## config.mk

```make
export PLATFORM = sky130hd
export DESIGN_NAME = i2c_addr_listener
export DESIGN_NICKNAME = d
export VERILOG_FILES = /design/src/rtl/i2c_listen_pkg.sv /design/src/rtl/i2c_line_sync.sv /design/src/rtl/i2c_cond_detect.sv /design/src/rtl/i2c_frame_engine.sv /design/src/rtl/i2c_addr_listener.sv
export SDC_FILE = /design/constraint.sdc
export NUM_CORES = 1
export LEC_CHECK = 0
export CELL_PAD_IN_SITES_DETAIL_PLACEMENT = 0
export CELL_PAD_IN_SITES_GLOBAL_PLACEMENT = 2
export CORE_UTILIZATION = 33
export CTS_BUF_LIST = sky130_fd_sc_hd__clkbuf_4
export DETAILED_ROUTE_END_ITERATION = 8
export PLACE_DENSITY = 0.83
export SLEW_MARGIN = 30
export SYNTH_ARGS = -nofsm -noshare
export SYNTH_HDL_FRONTEND = slang
export SYNTH_HIERARCHICAL = 1
export SYNTH_SLANG_ARGS = --single-unit
```

## constraint.sdc

```tcl
create_clock -name clk -period 1.45 [get_ports clk]
set_input_delay 0.29 -clock clk [delete_from_list [all_inputs] [get_ports clk]]
set_output_delay 0.29 -clock clk [all_outputs]
set_load 0.02 [all_outputs]
```

## src/rtl/i2c_listen_pkg.sv

```systemverilog
package i2c_listen_pkg;
  typedef enum logic [1:0] {
    PH_IDLE,
    PH_ADDR,
    PH_DATA,
    PH_IGNORE
  } phase_e;
endpackage

```

## src/rtl/i2c_line_sync.sv

```systemverilog
module i2c_line_sync #(
  parameter int STAGES = 2
) (
  input  logic clk,
  input  logic rst_n,
  input  logic line_i,
  output logic lvl_o,
  output logic rise_o,
  output logic fall_o
);
  logic [STAGES-1:0] chain;
  logic              prev;

  // Lines idle high, so reset to one to avoid a false edge.
  always_ff @(posedge clk) begin
    if (!rst_n) begin
      chain <= '1;
      prev  <= 1'b1;
    end else begin
      chain <= {chain[STAGES-2:0], line_i};
      prev  <= chain[STAGES-1];
    end
  end

  assign lvl_o  = chain[STAGES-1];
  assign rise_o = chain[STAGES-1] & ~prev;
  assign fall_o = ~chain[STAGES-1] & prev;
endmodule

```

## src/rtl/i2c_cond_detect.sv

```systemverilog
module i2c_cond_detect (
  input  logic scl_lvl,
  input  logic sda_rise,
  input  logic sda_fall,
  output logic start_o,
  output logic stop_o
);
  // Any SDA movement while SCL is high is a bus condition.
  assign start_o = scl_lvl & sda_fall;
  assign stop_o  = scl_lvl & sda_rise;
endmodule

```

## src/rtl/i2c_frame_engine.sv

```systemverilog
module i2c_frame_engine
  import i2c_listen_pkg::*;
#(
  parameter int                TYPE_W    = 4,
  parameter int                STRAP_W   = 3,
  parameter logic [TYPE_W-1:0] TYPE_CODE = 4'b1010,
  parameter bit                GCALL_EN  = 1'b1,
  localparam int               BYTE_W    = TYPE_W + STRAP_W + 1
) (
  input  logic               clk,
  input  logic               rst_n,
  input  logic               start_evt,
  input  logic               stop_evt,
  input  logic               scl_rise,
  input  logic               scl_fall,
  input  logic               sda_lvl,
  input  logic [STRAP_W-1:0] strap_i,
  output logic               drive_o,
  output logic [BYTE_W-1:0]  data_o,
  output logic               valid_o,
  input  logic               ready_i,
  output logic               gcall_o
);
  localparam int ADDR_W = TYPE_W + STRAP_W;
  localparam int CNT_W  = $clog2(BYTE_W + 2);
  localparam logic [CNT_W-1:0] LAST_CNT = CNT_W'(BYTE_W);
  localparam logic [CNT_W-1:0] ACK_CNT  = CNT_W'(BYTE_W + 1);

  phase_e              phase, nxt;
  logic [CNT_W-1:0]    cnt;
  logic [BYTE_W-1:0]   shreg;
  logic                gcall_txn;

  logic [ADDR_W-1:0]   own_addr;
  logic                rw_bit, is_match, is_gcall, addr_ack, slot_free;
  phase_e              addr_next;

  always_comb begin
    own_addr  = {TYPE_CODE, strap_i};
    rw_bit    = shreg[0];
    is_match  = (shreg[BYTE_W-1:1] == own_addr);
    is_gcall  = GCALL_EN && (shreg[BYTE_W-1:1] == '0) && !rw_bit;
    addr_ack  = is_match || is_gcall;
    addr_next = ((is_match && !rw_bit) || is_gcall) ? PH_DATA : PH_IGNORE;
    slot_free = !valid_o || ready_i;
  end

  always_ff @(posedge clk) begin
    if (!rst_n) begin
      phase     <= PH_IDLE;
      nxt       <= PH_IDLE;
      cnt       <= '0;
      shreg     <= '0;
      drive_o   <= 1'b0;
      data_o    <= '0;
      valid_o   <= 1'b0;
      gcall_o   <= 1'b0;
      gcall_txn <= 1'b0;
    end else begin
      if (valid_o && ready_i) valid_o <= 1'b0;
      if (start_evt) begin
        phase   <= PH_ADDR;
        cnt     <= '0;
        drive_o <= 1'b0;
      end else if (stop_evt) begin
        phase   <= PH_IDLE;
        cnt     <= '0;
        drive_o <= 1'b0;
      end else if (phase != PH_IDLE) begin
        if (scl_rise && cnt < LAST_CNT) begin
          shreg <= {shreg[BYTE_W-2:0], sda_lvl};
          cnt   <= cnt + 1'b1;
        end else if (scl_fall && cnt == LAST_CNT) begin
          cnt <= ACK_CNT;
          case (phase)
            PH_ADDR: begin
              drive_o   <= addr_ack;
              nxt       <= addr_next;
              gcall_txn <= is_gcall;
            end
            PH_DATA: begin
              if (slot_free) begin
                drive_o <= 1'b1;
                data_o  <= shreg;
                valid_o <= 1'b1;
                gcall_o <= gcall_txn;
              end
            end
            default: ;
          endcase
        end else if (scl_fall && cnt == ACK_CNT) begin
          cnt     <= '0;
          drive_o <= 1'b0;
          if (phase == PH_ADDR) phase <= nxt;
        end
      end
    end
  end


  oe_in_ack_slot_chk: assert property (@(posedge clk) disable iff (!rst_n)
    drive_o |-> (cnt == ACK_CNT));


  ignore_silent_chk: assert property (@(posedge clk) disable iff (!rst_n)
    (phase == PH_IGNORE) |-> !drive_o);


  hold_until_ready_chk: assert property (@(posedge clk) disable iff (!rst_n)
    (valid_o && !ready_i) |=> (valid_o && $stable(data_o) && $stable(gcall_o)));


  restart_chk: assert property (@(posedge clk) disable iff (!rst_n)
    start_evt |=> (phase == PH_ADDR && cnt == '0 && !drive_o));


  stop_idle_chk: assert property (@(posedge clk) disable iff (!rst_n)
    (stop_evt && !start_evt) |=> (phase == PH_IDLE && !drive_o));


  full_nack_chk: assert property (@(posedge clk) disable iff (!rst_n)
    (phase == PH_DATA && scl_fall && cnt == LAST_CNT && valid_o && !ready_i
     && !start_evt && !stop_evt) |=> !drive_o);
endmodule

```

## src/rtl/i2c_addr_listener.sv

```systemverilog
module i2c_addr_listener #(
  parameter int                TYPE_W      = 4,
  parameter int                STRAP_W     = 3,
  parameter logic [TYPE_W-1:0] TYPE_CODE   = 4'b1010,
  parameter bit                GCALL_EN    = 1'b1,
  parameter int                SYNC_STAGES = 2
) (
  input  logic                        clk,
  input  logic                        rst_n,
  input  logic                        scl_i,
  input  logic                        sda_i,
  input  logic [STRAP_W-1:0]          strap_i,
  output logic                        sda_oe,
  output logic [TYPE_W+STRAP_W:0]     rx_data,
  output logic                        rx_valid,
  input  logic                        rx_ready,
  output logic                        rx_gcall
);
  localparam int NLINES = 2;
  localparam int L_SCL  = 0;
  localparam int L_SDA  = 1;

  logic [NLINES-1:0] line_in, lvl, rise, fall;
  logic              start_evt, stop_evt;

  assign line_in = {sda_i, scl_i};

  for (genvar g = 0; g < NLINES; g++) begin : g_sync
    i2c_line_sync #(.STAGES(SYNC_STAGES)) u_sync (
      .clk   (clk),
      .rst_n (rst_n),
      .line_i(line_in[g]),
      .lvl_o (lvl[g]),
      .rise_o(rise[g]),
      .fall_o(fall[g])
    );
  end

  i2c_cond_detect u_cond (
    .scl_lvl (lvl[L_SCL]),
    .sda_rise(rise[L_SDA]),
    .sda_fall(fall[L_SDA]),
    .start_o (start_evt),
    .stop_o  (stop_evt)
  );

  i2c_frame_engine #(
    .TYPE_W   (TYPE_W),
    .STRAP_W  (STRAP_W),
    .TYPE_CODE(TYPE_CODE),
    .GCALL_EN (GCALL_EN)
  ) u_engine (
    .clk      (clk),
    .rst_n    (rst_n),
    .start_evt(start_evt),
    .stop_evt (stop_evt),
    .scl_rise (rise[L_SCL]),
    .scl_fall (fall[L_SCL]),
    .sda_lvl  (lvl[L_SDA]),
    .strap_i  (strap_i),
    .drive_o  (sda_oe),
    .data_o   (rx_data),
    .valid_o  (rx_valid),
    .ready_i  (rx_ready),
    .gcall_o  (rx_gcall)
  );
endmodule

```

---- Word level (Yosys, flattened, before mapping) ----
Index checks and enable logic that the tools add are counted.
word-level totals
  register bits ........................... 34
  input bits .............................. 8
  output and inout port bits .............. 11
operators by class
  $add $sub $neg .......................... 1
  $lt $le $gt $ge ......................... 1
  equality and inequality tests ........... 9
  multiplexer cells ....................... 23
  bitwise logic cells ..................... 15
  reductions and logical operators ........ 26
operator list
  operator                                              count
  2-to-1 mux 1 bit                                      19
  AND reduction 5 bit                                   3
  2-to-1 mux 4 bit                                      3
  nonzero test 3 bit                                    4
  != test 3 bit (second input constant)                 3
  NOT 1 bit                                             9
  equality test 4 bit (second input constant)           2
  equality test 7 bit                                   1
  zero test 7 bit                                       1
  AND reduction 7 bit                                   1
  bitwise AND 1 bit                                     6
  logical AND 1 bit                                     6
  AND reduction 6 bit                                   1
  adder 4 x 1 -> 4 bit (second input constant)          1
  < comparator 4 bit (second input constant)            1
  AND reduction 4 bit                                   1
  nonzero test 2 bit                                    2
  logical OR 1 bit                                      3
  != test 3 x 2 -> 1 bit (second input constant)        1
  OR reduction 3 bit                                    1
  equality test 2 x 1 -> 1 bit (second input constant)  1
  equality test 2 bit (second input constant)           1
  zero test 1 bit                                       2
  one-hot mux 1 bit (2 select lines)                    1
  AND reduction 2 bit                                   1

---- Logic depth before layout (Yosys ltp) ----
  depth after elaboration ................. 9
  gate-level depth with buffers ........... 7
  gate-level depth less buffers ........... 6

---- Modules after synthesis ----
The synthesis kept the hierarchy.
modules (own cells, without submodules)
  module            instances  cells an instance  area each (um^2)
  i2c_frame_engine  1          134                1358.8
  i2c_line_sync     2          8                  91.3
  i2c_cond_detect   1          2                  12.5

---- Worst setup path before layout ----
Ideal clock, no wire load.
  path type ............................... register -> register
  start ................................... register g_sync[1].u_sync.chain[1]
  end ..................................... register u_engine.gcall_txn
  arrival ................................. 1389 ps
  required time ........................... 1334 ps
  setup slack ............................. -55 ps
  stages on the path, launching flop included .. 7
  path buffers ............................ 0
  cell sequence ........................... dfxtp_1 -> nor2b_1 -> and2_1 -> nor2_1 -> and4_1 -> mux2i_1 -> nor2b_1
on the way
  elaborated cells on any way between the ends .. 8
  classes of those cells .................. 7 x bitwise; 1 x reduce/logical
RTL lines
  item                           RTL line                 RTL
  from (decl)                    i2c_line_sync.sv:11      logic [STAGES-1:0] chain;
  from (signal assigned)         i2c_line_sync.sv:20      chain <= {chain[STAGES-2:0], line_i};
  bitwise AND 1 bit              i2c_line_sync.sv:26      assign rise_o = chain[STAGES-1] & ~prev;
  net rise[1]                    i2c_addr_listener.sv:23  logic [NLINES-1:0] line_in, lvl, rise, fall;
  bitwise AND 1 bit              i2c_cond_detect.sv:10    assign stop_o = scl_lvl & sda_rise;
  net stop_evt                   i2c_addr_listener.sv:24  logic start_evt, stop_evt;
  NOT 1 bit (no line)            n/a
  AND reduction 6 bit (no line)  n/a
  to (signal assigned)           i2c_frame_engine.sv:79   gcall_txn <= is_gcall;
  to (decl)                      i2c_frame_engine.sv:32   logic gcall_txn;
The timed path passes the listed nets, and every way through them passes these cells.
A chain may end at the register's enable or synchronous reset.

---- Worst setup path in the final report ----
  start ................................... register u_engine.cnt[0]
  end ..................................... register u_engine.data_o[0]
on the way
  cells in the longest elaborated chain, start to end .. 4
  elaborated cells on any way between the ends .. 6
  classes of those cells .................. 1 x order compare; 1 x eq/ne; 1 x bitwise; 3 x reduce/logical
RTL lines
  item                             RTL line                RTL
  from (decl)                      i2c_frame_engine.sv:30  logic [CNT_W-1:0] cnt;
  from (signal assigned)           i2c_frame_engine.sv:72  cnt <= cnt + 1'b1;
  < comparator 4 bit               i2c_frame_engine.sv:70  if (scl_rise && cnt < LAST_CNT) begin
  logical AND 1 bit                i2c_frame_engine.sv:70
  NOT 1 bit (no line)              n/a
  AND reduction 7 bit (no line) *  n/a
  to (signal assigned)             i2c_frame_engine.sv:84  data_o <= shreg;
  to (decl)                        i2c_frame_engine.sv:19  output logic [BYTE_W-1:0] data_o,
Mark *: on every way between the ends. The rest lies on a longest branch, timed or not.

==> flow_summary.yaml <==
cells_and_area:
  final_nets: 204
  n_fill_cell: 417
  drive_gt1_frac: 0.263
  fin_area_mm2: 0.00212
  num_antenna_cells: 0
  syn_to_final_growth_pct: 36.7
  utilization: 0.478
  multiInputGateArea_um2: 911
  seq_area_um2: 683
  layoutNonFillerInstCount: 246
run_status:
  violations: "DRC, setup timing"
  outcome: "complete, but fails checks"
global_routing:
  overflow: 0
  grt_pass1_vias: 1172
  grt_pass1_wl_um: 5280
  antenna_found_initial: 0
  track_usage: 0.136
  grt_max_degree: 31
hold_path:
  holdCritPathClass: "register to register"
routing:
  via_per_inst: 4.78
  routedWlPerCell_um: 13.1
  dr.pass1.iters: 6
  vias: 1175
  drt_iter0_markers: 63
  drc: 2
  drt_wl_total_um: 3230
  drtAntennaViolNets: 0
place:
  dp_cells: 236
  place_area_mm2: 0.00194
  place_congestion: 0.824
  portBuffers: 18
  dp_hpwl_um: 2280
clock_tree:
  htreeDepth: 2
  cts_tree: "built"
  cts_sinks: 34
  cts_made_buffers: 5
  clk_pin_slew_worst_paths_ns: 0.10
  cts-root-buf: "clkbuf_4"
  insertion_delay_ns: 0.35
  clockBufferDepth: 2
synth:
  synth-edff-count: 0
  syn-cell-area_mm2: 0.00155
  ys_types: 42
  avgSynthCellArea_um2: 10.2
  yosys-top-cells-area: "dfxtp_1, mux2i_1, nor2b_1"
  synth_top_area_frac: 0.438
  synth_top_cell_by_area: "dfxtp_1"
  yosysSeqAreaShare: 0.438
  synth-seq-cells: 34
  yosys_warnings: 6
  syn_nets: 163
  synthCells: 152
  synthFlopType: "dfxtp_1"
  async_flop_share: 0
sta:
  worst_slack_ns: -0.0366
  slew_viol_final: 0
  rsz0062_at_grt: "yes"
  finClkSkew_ns: 0.00997
  timing.slew.headroom: 0.808
  hold_viol: 0
  max_freq_ghz: 0.673
  worst_pin_slew_ns: 0.287
  setup-violations-final: 7
  min_period_ns: 1.49
  min_period_over_period: 1.03
  hold_ws_ns: 0.416
worst_setup_path:
  path_class: "register to register"
  critPathMaxFanout: 9
  arrival_ns: 1.73
  end_kind: "register"
  crit_path_start_kind: "register"
  required_ns: 1.69
power:
  p_int_mw: 1.54
  p_per_area_mw_per_mm2: 908
  p_sw_mw: 0.392
  p_sw_frac: 0.203
  seqPwrFrac: 0.491
  vdd_drop_max_mv: 0.603
  p_leak_nw: 0.939
  clkPwrFrac: 0.458
  power_frac_comb: 0.050
die:
  core-area_mm2: 0.00444
  rows: 24
  die_h_um: 70.6
  io_pins: 19
  fp.dieW_um: 70.6
  initial_core_util: 0.350
  dieArea_mm2: 0.00499
job:
  drv_cap: 0
power by group through the flow:
stage | sequential (mW) | combinational (mW) | clock, mW
after floorplan | 0.968 | 0.0471 | 0
after global placement | 0.968 | 0.0903 | 0
after detailed placement | 0.968 | 0.0917 | 0
after CTS | 0.947 | 0.0964 | 0.902
after global routing | 0.949 | 0.105 | 0.950
final | 0.948 | 0.0974 | 0.884
state kept, by name, summed over array words and instances (netlist names):
signal               flops
u_engine/nxt             2
u_engine/gcall_o         1
g_sync.u_sync/prev       2
g_sync.u_sync/chain      4
u_engine/shreg           8
u_engine/data_o          8
u_engine/cnt             4
u_engine/phase           2
u_engine/gcall_txn       1
u_engine/drive_o         1
u_engine/valid_o         1
cell families (layout without fill, tap and decap cells):
| family | count (synthesis) | count (layout) | share of synthesized area |
|---|---|---|---|
| AO/OA/AOI/OAI | 20 | 20 | 0.0926 |
| adder cells (fa/ha/maj) | 3 | 3 | 0.0242 |
| buffers and inverters | 8 | 50 | 0.0225 |
| multiplexers | 20 | 20 | 0.129 |
| AND/OR/NAND/NOR | 64 | 64 | 0.277 |
| XOR/XNOR | 3 | 3 | 0.0169 |
| flip-flops | 34 | 34 | 0.438 |
cell type report:
type | instances | area share
clock inverters | 3 | 0.0324
inverters | 3 | 0.00530
multi-input cells | 110 | 0.429
flip-flops and latches | 34 | 0.322
repair buffers | 39 | 0.164
well taps | 52 | 0.0306
clock buffers | 5 | 0.0177
Yosys cell counts (2+ instances only):
cell	number
o21a_1	2
ha_1	3
clkbuf_1	3
dfxtp_1	34
o21ai_0	4
nand2b_1	8
xor2_1	3
nor2_1	8
mux2i_1	20
inv_1	3
nand2_1	3
nand4b_1	2
and2_1	2
nand3_1	3
nor2b_1	25
or4_4	2
a21oi_1	2
repair_timing:
| item | 4_1_cts | 5_1_grt |
|---|---|---|
| hold buffers | 0 | 0 |
| resized for setup | 21 | 11 |
| setup endpoints to repair | 27 | 24 |
| buffers inserted | 2 | 0 |
| pin swaps | 0 | 5 |
layout by cell type (no fill, tap or decap), types with 3 or more instances in the layout:
cell and count:
nand2_1 3, dfxtp_1 32, clkbuf_4 5, nor2_1 7, buf_4 17, o21ai_0 3
buf_6 3, nand2b_1 8, xor2_1 3, nor2b_1 24, mux2i_1 20, nand3_1 3
dlygate4sd2_1 11, clkdlybuf4s50_1 7
worst max-delay path, stage by stage, from the launching register on:
cell and delay (ns):
dfxtp_2 0.35, inv_2 0.08, ha_4 0.15, and4b_2 0.27
nand4_1 0.14, buf_12 0.19, mux2i_1 0.16, nor2b_1 0.06
final timing paths:
check                                               start                   endpoint  slack [ns]  depth (start not counted)
worst max-delay path                      u_engine/cnt[0]         u_engine/data_o[0]       -0.04                          7
worst min-delay path            g_sync[0].u_sync/chain[0]  g_sync[0].u_sync/chain[1]        0.42                          1
worst max register to register            u_engine/cnt[0]         u_engine/data_o[0]       -0.04                          7
worst min register to register  g_sync[0].u_sync/chain[0]  g_sync[0].u_sync/chain[1]        0.42                          1
stage by stage:
| step | setup slack [ns] | power, mW | TNS [ns] |
|---|---|---|---|
| 4_1_cts | -0.0637 | 1.95 | -0.338 |
| 3_5_place_dp | -0.151 | 1.06 | -1.76 |
| 6_report | -0.0366 | 1.93 | -0.122 |
| 2_1_floorplan | 0.0115 | 1.01 | 0 |
| 3_3_place_gp | -0.139 | 1.06 | -1.26 |
| 5_1_grt | -0.124 | 2.00 | -1.43 |
routing by layer:
metal / part of all wire / vias up / global-route usage
met4: 0.019 / 0 / 0.0667
met3: 0.038 / 7 / 0.0456
li1: - / 611 / -
met1: 0.49 / 537 / 0.175
met2: 0.45 / 20 / 0.206
met5: 0 / - / 0
(Power assumes the default switching activity.)
